$ cat config.mk
export PLATFORM = sky130hd
export DESIGN_NAME = rcb_cmd_buffer
export DESIGN_NICKNAME = d
export VERILOG_FILES = /design/src/rtl/rcb_pkg.sv /design/src/rtl/rcb_cs_map.sv /design/src/rtl/rcb_parity.sv /design/src/rtl/rcb_err_hold.sv /design/src/rtl/rcb_cmd_buffer.sv
export SDC_FILE = /design/constraint.sdc
export NUM_CORES = 1
export LEC_CHECK = 0
export BUFFER_PORTS_ARGS = -buffer_cell sky130_fd_sc_hd__buf_4
export CORE_MARGIN = 2
export CORE_UTILIZATION = 40
export CTS_CLUSTER_SIZE = 14
export DETAILED_ROUTE_END_ITERATION = 8
export GPL_TIMING_DRIVEN = 0
export PLACE_DENSITY = 0.79
export SETUP_SLACK_MARGIN = 0.02
export SYNTH_ARGS = -nofsm -noshare
export SYNTH_HDL_FRONTEND = slang
export SYNTH_HIERARCHICAL = 1
export SYNTH_SLANG_ARGS = --single-unit
$ cat constraint.sdc
create_clock -name clk -period 1.4 [get_ports clk]
set_input_delay 0.14 -clock clk [delete_from_list [all_inputs] [get_ports clk]]
set_output_delay 0.14 -clock clk [all_outputs]
set_load 0.01 [all_outputs]
$ cat src/rtl/rcb_pkg.sv
`timescale 1ns/1ps
package rcb_pkg;
    // number of chip-select input pins and outputs per side
    localparam int CS_IN_N    = 4;
    localparam int CS_SIDE_N  = 2;
    localparam int STROBE_N   = 3;

    typedef enum logic {
        CS_QUAD = 1'b0,
        CS_DUAL = 1'b1
    } cs_mode_e;
endpackage

$ cat src/rtl/rcb_cs_map.sv
`timescale 1ns/1ps
module rcb_cs_map
    import rcb_pkg::*;
(
    input  logic                  mode_i,
    input  logic [CS_IN_N-1:0]    cs_n_i,
    output logic [CS_SIDE_N-1:0]  side_a_o,
    output logic [CS_SIDE_N-1:0]  side_b_o,
    output logic                  active_o
);
    cs_mode_e mode;
    assign mode = cs_mode_e'(mode_i);

    for (genvar i = 0; i < CS_SIDE_N; i++) begin : g_side
        assign side_a_o[i] = cs_n_i[i];
        assign side_b_o[i] = (mode == CS_DUAL) ? cs_n_i[i] : cs_n_i[CS_SIDE_N + i];
    end

    // effective selects: lower pair in dual mode, all pins in quad mode
    assign active_o = (mode == CS_DUAL) ? ~(&cs_n_i[CS_SIDE_N-1:0]) : ~(&cs_n_i);
endmodule

$ cat src/rtl/rcb_parity.sv
`timescale 1ns/1ps
module rcb_parity #(
    parameter int W = 22
) (
    input  logic [W-1:0] data_i,
    input  logic         par_i,
    output logic         odd_o
);
    localparam int TOT = W + 1;
    logic [TOT-1:0] chain;

    // ripple reduction kept explicit so each stage is visible in the netlist
    assign chain[0] = par_i;
    for (genvar i = 0; i < W; i++) begin : g_xor
        assign chain[i+1] = chain[i] ^ data_i[i];
    end
    assign odd_o = chain[TOT-1];
endmodule

$ cat src/rtl/rcb_err_hold.sv
`timescale 1ns/1ps
module rcb_err_hold #(
    parameter int HOLD_CYC = 2
) (
    input  logic clk,
    input  logic rst_n,
    input  logic det_i,
    output logic err_n_o
);
    localparam int CNT_W = $clog2(HOLD_CYC + 1);
    localparam logic [CNT_W-1:0] HOLD_V = CNT_W'(HOLD_CYC);

    typedef struct packed {
        logic [CNT_W-1:0] cnt;
    } hold_t;

    hold_t h_d, h_q;

    always_comb begin
        h_d = h_q;
        if (det_i) begin
            h_d.cnt = HOLD_V;
        end else if (h_q.cnt != '0) begin
            h_d.cnt = h_q.cnt - CNT_W'(1);
        end
        if (!rst_n) begin
            h_d.cnt = '0;
        end
    end

    always_ff @(posedge clk) begin
        h_q <= h_d;
    end

    assign err_n_o = (h_q.cnt == '0);


    hold_load_chk: assert property (@(posedge clk) disable iff (!rst_n)
        det_i |=> (h_q.cnt == HOLD_V) && !err_n_o);


    hold_bound_chk: assert property (@(posedge clk) disable iff (!rst_n)
        h_q.cnt <= HOLD_V);


    hold_decay_chk: assert property (@(posedge clk) disable iff (!rst_n)
        (!det_i && h_q.cnt != '0) |=> h_q.cnt == $past(h_q.cnt) - CNT_W'(1));


    err_quiet_chk: assert property (@(posedge clk) disable iff (!rst_n)
        (!det_i && h_q.cnt == '0) |=> err_n_o);
endmodule

$ cat src/rtl/rcb_cmd_buffer.sv
`timescale 1ns/1ps
module rcb_cmd_buffer
    import rcb_pkg::*;
#(
    parameter int ROW_W    = 16,
    parameter int BANK_W   = 3,
    parameter int CKE_W    = 2,
    parameter int ODT_W    = 2,
    parameter int HOLD_CYC = 2
) (
    input  logic                            clk,
    input  logic                            rst_n,
    input  logic                            quad_cs_n,
    input  logic [ROW_W+BANK_W+STROBE_N-1:0] d_cmd,
    input  logic [CKE_W-1:0]                d_cke,
    input  logic [ODT_W-1:0]                d_odt,
    input  logic [CS_IN_N-1:0]              d_cs_n,
    input  logic                            d_par,
    output logic [ROW_W+BANK_W+STROBE_N-1:0] qa_cmd,
    output logic [ROW_W+BANK_W+STROBE_N-1:0] qb_cmd,
    output logic [CKE_W-1:0]                qa_cke,
    output logic [CKE_W-1:0]                qb_cke,
    output logic [ODT_W-1:0]                qa_odt,
    output logic [ODT_W-1:0]                qb_odt,
    output logic [CS_SIDE_N-1:0]            qa_cs_n,
    output logic [CS_SIDE_N-1:0]            qb_cs_n,
    output logic                            err_n
);
    localparam int CMD_W = ROW_W + BANK_W + STROBE_N;

    typedef struct packed {
        logic [CMD_W-1:0]     cmd_a;
        logic [CMD_W-1:0]     cmd_b;
        logic [CKE_W-1:0]     cke_a;
        logic [CKE_W-1:0]     cke_b;
        logic [ODT_W-1:0]     odt_a;
        logic [ODT_W-1:0]     odt_b;
        logic [CS_SIDE_N-1:0] cs_a;
        logic [CS_SIDE_N-1:0] cs_b;
        logic                 chk_act;
        logic                 chk_odd;
    } cap_t;

    cap_t st_d, st_q;

    logic [CS_SIDE_N-1:0] cs_a_w, cs_b_w;
    logic                 cs_act_w;
    logic                 par_odd_w;
    logic                 det_w;

    rcb_cs_map u_cs (
        .mode_i   (quad_cs_n),
        .cs_n_i   (d_cs_n),
        .side_a_o (cs_a_w),
        .side_b_o (cs_b_w),
        .active_o (cs_act_w)
    );

    rcb_parity #(.W(CMD_W)) u_par (
        .data_i (d_cmd),
        .par_i  (d_par),
        .odd_o  (par_odd_w)
    );

    always_comb begin
        st_d         = st_q;
        st_d.cmd_a   = d_cmd;
        st_d.cmd_b   = d_cmd;
        st_d.cke_a   = d_cke;
        st_d.cke_b   = d_cke;
        st_d.odt_a   = d_odt;
        st_d.odt_b   = d_odt;
        st_d.cs_a    = cs_a_w;
        st_d.cs_b    = cs_b_w;
        st_d.chk_act = cs_act_w;
        st_d.chk_odd = par_odd_w;
        if (!rst_n) begin
            st_d.cmd_a   = '0;
            st_d.cmd_b   = '0;
            st_d.cke_a   = '0;
            st_d.cke_b   = '0;
            st_d.odt_a   = '0;
            st_d.odt_b   = '0;
            st_d.cs_a    = '1;
            st_d.cs_b    = '1;
            st_d.chk_act = 1'b0;
            st_d.chk_odd = 1'b0;
        end
    end

    always_ff @(posedge clk) begin
        st_q <= st_d;
    end

    // error on the word captured one edge earlier, only when it selected a device
    assign det_w = st_q.chk_act & st_q.chk_odd;

    rcb_err_hold #(.HOLD_CYC(HOLD_CYC)) u_hold (
        .clk     (clk),
        .rst_n   (rst_n),
        .det_i   (det_w),
        .err_n_o (err_n)
    );

    assign qa_cmd  = st_q.cmd_a;
    assign qb_cmd  = st_q.cmd_b;
    assign qa_cke  = st_q.cke_a;
    assign qb_cke  = st_q.cke_b;
    assign qa_odt  = st_q.odt_a;
    assign qb_odt  = st_q.odt_b;
    assign qa_cs_n = st_q.cs_a;
    assign qb_cs_n = st_q.cs_b;


    copy_agree_chk: assert property (@(posedge clk) disable iff (!rst_n)
        (qa_cmd == qb_cmd) && (qa_cke == qb_cke) && (qa_odt == qb_odt));


    capture_chk: assert property (@(posedge clk) disable iff (!rst_n)
        rst_n |=> (qa_cmd == $past(d_cmd)) && (qb_cke == $past(d_cke))
                  && (qa_odt == $past(d_odt)));


    dual_cs_chk: assert property (@(posedge clk) disable iff (!rst_n)
        (rst_n && quad_cs_n) |=> (qa_cs_n == $past(d_cs_n[1:0]))
                                 && (qb_cs_n == $past(d_cs_n[1:0])));


    quad_cs_chk: assert property (@(posedge clk) disable iff (!rst_n)
        (rst_n && !quad_cs_n) |=> (qa_cs_n == $past(d_cs_n[1:0]))
                                  && (qb_cs_n == $past(d_cs_n[3:2])));


    reset_state_chk: assert property (@(posedge clk)
        !rst_n |=> (qa_cmd == '0) && (qb_cmd == '0) && (&qa_cs_n) && (&qb_cs_n) && err_n);
endmodule

Word level (Yosys, flattened, before mapping)

Index checks and enable logic that the tools add are counted.
W data, S select, Z words.

Bits in registers: 34
Bits of input ports: 34
Logic and storage cells: 47

$add $sub $neg: 1
Mux-type cells: 5
Bitwise logic cells: 26
Reductions and logical operators: 6

Operators with widths:

| operator              | number |
|---|---|
| $xor A1 B1 Y1         | 22 |
| $mux W2               | 2 |
| $reduce_and A4 Y1     | 1 |
| $reduce_bool A2 Y1    | 2 |
| $mux W1               | 3 |
| $not A1 Y1            | 3 |
| $logic_not A2 Y1      | 1 |
| $reduce_and A2 Y1     | 1 |
| $reduce_or A2 Y1      | 1 |
| $sub A2 B1 Y2 const B | 1 |
| $and A1 B1 Y1         | 1 |

Logic depth before layout (Yosys ltp)

Depth after elaboration: 22
Depth in mapped cells: 5
Depth with buffers taken out: 5

Modules after synthesis

The synthesis kept the hierarchy.

By module, submodules not included:

| module         | instances | cells an instance | area each (µm²) |
|---|---|---|---|
| rcb_cmd_buffer | 1         | 124               | 1283.7 |
| rcb_parity     | 1         | 21                | 197.7 |
| rcb_err_hold   | 1         | 6                 | 67.6 |
| rcb_cs_map     | 1         | 6                 | 51.3 |

Least setup slack after synthesis

OpenSTA, ideal clock, no wires.

Path type: input to register
From: input port d_cmd[17]
To: register st_q[0] (netlist bit)
Arrival time: 1.103 ns
Data required time: 1.285 ns
Path slack: 0.182 ns
Stages: 5
Path buffers: 0
Cell sequence: xnor2_1 -> xnor2_1 -> xnor2_1 -> xnor3_1 -> and2_1

Longest elaborated chain between the ends: 5

Ends and longest elaborated chain:

| what                       | RTL line             | RTL |
|---|---|---|
| start: declaration         | rcb_cmd_buffer.sv:14 | `input logic [ROW_W+BANK_W+STROBE_N-1:0] d_cmd,` |
| $xor A1 B1 Y1 (5 in a row) | rcb_parity.sv:15     | `assign chain[i+1] = chain[i] ^ data_i[i];` |
| named net par_odd_w        | rcb_cmd_buffer.sv:48 | `logic par_odd_w;` |
| end signal: assignment     | rcb_cmd_buffer.sv:92 | `st_q <= st_d;` |
| end: declaration           | rcb_cmd_buffer.sv:44 | `cap_t st_d, st_q;` |

The timed path passes the listed nets, and every way through them passes these cells.
A chain may end at the register's enable or synchronous reset.

Final worst setup path

From: input port d_cmd[2]
To: register st_q[0] (netlist bit)

Longest elaborated chain between the ends: 20

Ends and longest elaborated chain:

| what                        | RTL line |
|---|---|
| $xor A1 B1 Y1 (20 in a row) | rcb_parity.sv:15 |
| named net par_odd_w         | rcb_cmd_buffer.sv:48 |

The timed path passes the listed nets, and every way through them passes these cells.

==> flow_summary_export.csv <==
group,metric,value,unit
sta,max_slew_margin,84.51,%
cells_and_area,n_antenna_cell,0,
run_status,status,"complete, no violations",
pwr,p_leak,1.248,nW
cells_and_area,nNetsFinal,288,
cts,cts_setup_buffers,0,
cts,clock_latency,270,ps
yosys,ys_ff_latch,34,
grt,grt_util_met1,14.32,%
route,drt_pass1_iterations,4,
yosys,synth_top_area_cell,"dfxtp_1",
yosys,synth-edff-count,0,
grt,top_usage_layer,"met2",
cts,cts_resized,0,
sta,holdWs,72.36,ps
route,wl_per_cell,9.699,um
cts,path_clk_slew,60,ps
grt,grt_usage,14.21,%
cts,cts-hold-fix-buffers,0,
die,ios,91,
grt,grt_max_degree,11,
setup_path,worstPathArrival,1300,ps
place,gp_congestion,0.6559,
die,coreArea,3744,um2
cells_and_area,multi_input_area,469.2,um2
yosys,ys_types,16,
pwr,p_comb_share,27.0,%
pwr,swShare,22.75,%
die,die_y,67.25,um
sta,fmax,0.8763,GHz
pwr,internal_power,0.001795,W
cells_and_area,drive_gt1_share,62.99,%
pwr,p_per_area,963.4,nW/um2
yosys,ys_top_cells_by_count,"buf_4, dfxtp_1, and2_1, xnor2_1",
flow_run,drv_cap,0,
die,start_util,42.75,%
cells_and_area,syn2layout_area_growth,50.74,%
pwr,vdd_ir_drop_max,618.0,uV
place,dp_hpwl,2464,um
sta,rsz0062_at_grt,"false",
setup_path,rr_startpoint,"st_q[1]",
yosys,synth.yosys.warnings,6,
yosys,synth_area_leaders,"dfxtp_1, buf_4, and2_1, xnor2_1, xor2_1",
yosys,avgSynthCellArea,10.19,um2
yosys,yosysMostFrequentCell,"buf_4",
hold_path,hold_path_class,"input port to flop",
setup_path,worstPathRequired,1560,ps
sta,setup_viol,0,
setup_path,startpoint,"d_cmd[2]",
cts,h-tree-depth,2,
die,rows,22,
yosys,synth_ff_type,"dfxtp_1",
cts,clock_sinks,34,
sta,post-route-period-util,81.51,%
sta,tightest_slew,230.6,ps
pwr,p_seq_share,45.6,%
sta,slew_violations,0,
yosys,seq_area_frac_synth,42.53,%
route,antenna_left,0,
cts,numCtsBuffers,5,
route,drt-initial-drc-count,5,
grt,use_met2,26.24,%
hold_path,min_from,"d_odt[0]",
pwr,power_frac_clock,27.4,%
grt,grt_pass1_wl,4685,um
setup_path,crit_fanout,2,
yosys,synth_top_area_share,42.53,%
route,viasPerCell,3.993,
yosys,syn-cell-area,1600,um2
yosys,syn-instance-count,157,
sta,hold_viol_final,0,
yosys,async_flop_share,0,%
pwr,p_sw,0.0005288,W
yosys,syn_nets,191,
setup_path,startpoint_type,"input port",
grt,grt_antenna_before_repair,0,
grt,grt_overflow_total,0,
sta,layout_min_cycle_time,1141,ps
grt,use_met3,3.500,%
die,dieArea,4523,um2
cts,clk_path_buf_depth,2,
place,io_buffers,90,
die,dieWidth,67.25,um
cells_and_area,nFillCells,346,
route,drc,0,
setup_path,crit_path_end_kind,"flop",
cells_and_area,regArea,680.7,um2
pwr,finalPower,0.002324,W
sta,skew,0.4486,ps
grt,grt_pass1_vias,1101,
cts,cts-root-buf,"clkbuf_8",
cts,cts_tree,"done",
setup_path,crit_type,"input port to flop",
route,via_count,1206,
route,drt_wl_total,2929,um
[registers in the layout, indices dropped and copies added (netlist names)]
register    count
qb_cmd         22
qa_cs_n         2
qb_cke          2
qb_cs_n         2
qb_odt          2
st_q            2
u_hold/h_q      2
[layout make-up]
type | instances | area share [%]
plain buffers | 61 | 18.67
repair buffers | 90 | 28.01
multi-input cells | 62 | 19.45
flip-flops and latches | 34 | 28.22
well taps | 48 | 2.490
clock buffers | 7 | 3.164
[power by group through the flow]
| stage | combinational (W) | clock, W | sequential (W) |
|---|---|---|---|
| 2_1_floorplan | 0.000387 | 0 | 0.00108 |
| 3_3_place_gp | 0.000627 | 0 | 0.00108 |
| 3_5_place_dp | 0.000637 | 0 | 0.00108 |
| 4_1_cts | 0.000639 | 0.000664 | 0.00106 |
| 5_1_grt | 0.000679 | 0.000725 | 0.00107 |
| 6_report | 0.000628 | 0.000636 | 0.00106 |
[path summary, 6_finish.rpt]
check / depth (start not counted) / slack, ps / end
max: 6 / 260 / st_q[0]
min: 2 / 70 / qb_odt[0]
max reg2reg: 2 / 610 / u_hold/h_q[0]
min reg2reg: 2 / 540 / u_hold/h_q[1]
[cells in the final DEF (no fill, tap or decap), types with 2 or more instances in the layout]
| cell | instances |
|---|---|
| nand2b_1 | 3 |
| clkbuf_2 | 3 |
| mux2_2 | 2 |
| and2_1 | 29 |
| xor2_1 | 3 |
| xnor2_1 | 17 |
| clkbuf_1 | 2 |
| clkbuf_8 | 5 |
| buf_4 | 148 |
| dfxtp_1 | 34 |
[stage by stage]
stage	util, %	TNS, ps	cells	worst slack (ps)	instance area [um2]
floorplan	-	0	157	182.2	1600
global placement	62.40	-41.85	295	-41.85	2336
detailed placement	62.40	-38.61	295	-38.61	2336
CTS	64.44	0	302	249.9	2412
global route	64.44	0	302	194.5	2412
finish	64.44	0	302	258.8	2412
[worst max-delay path: stages]
cell and delay [ps]:
buf_4 110, xnor2_1 180, xnor2_1 170, xnor2_1 140, xnor3_1 390, and2_1 160
[kinds of logic (layout without fill, tap and decap cells)]
kind of cell | count (synthesis) | in the layout | share of synthesized area (%)
buffers and inverters | 61 | 158 | 28.15
and+or+nand+nor | 37 | 37 | 14.70
DFF | 34 | 34 | 42.53
xor gates and xnor gates | 21 | 21 | 12.35
AOI/OAI and AO/OA | 2 | 2 | 0.8598
muxes | 2 | 2 | 1.407
[per-layer routing]
layer / wire length [um] / share of wire, %
met5: 0 / 0
met4: 61 / 2.1
met3: 225 / 7.7
met2: 1680 / 57
met1: 961 / 33
Power figures use the tool's default switching activity.
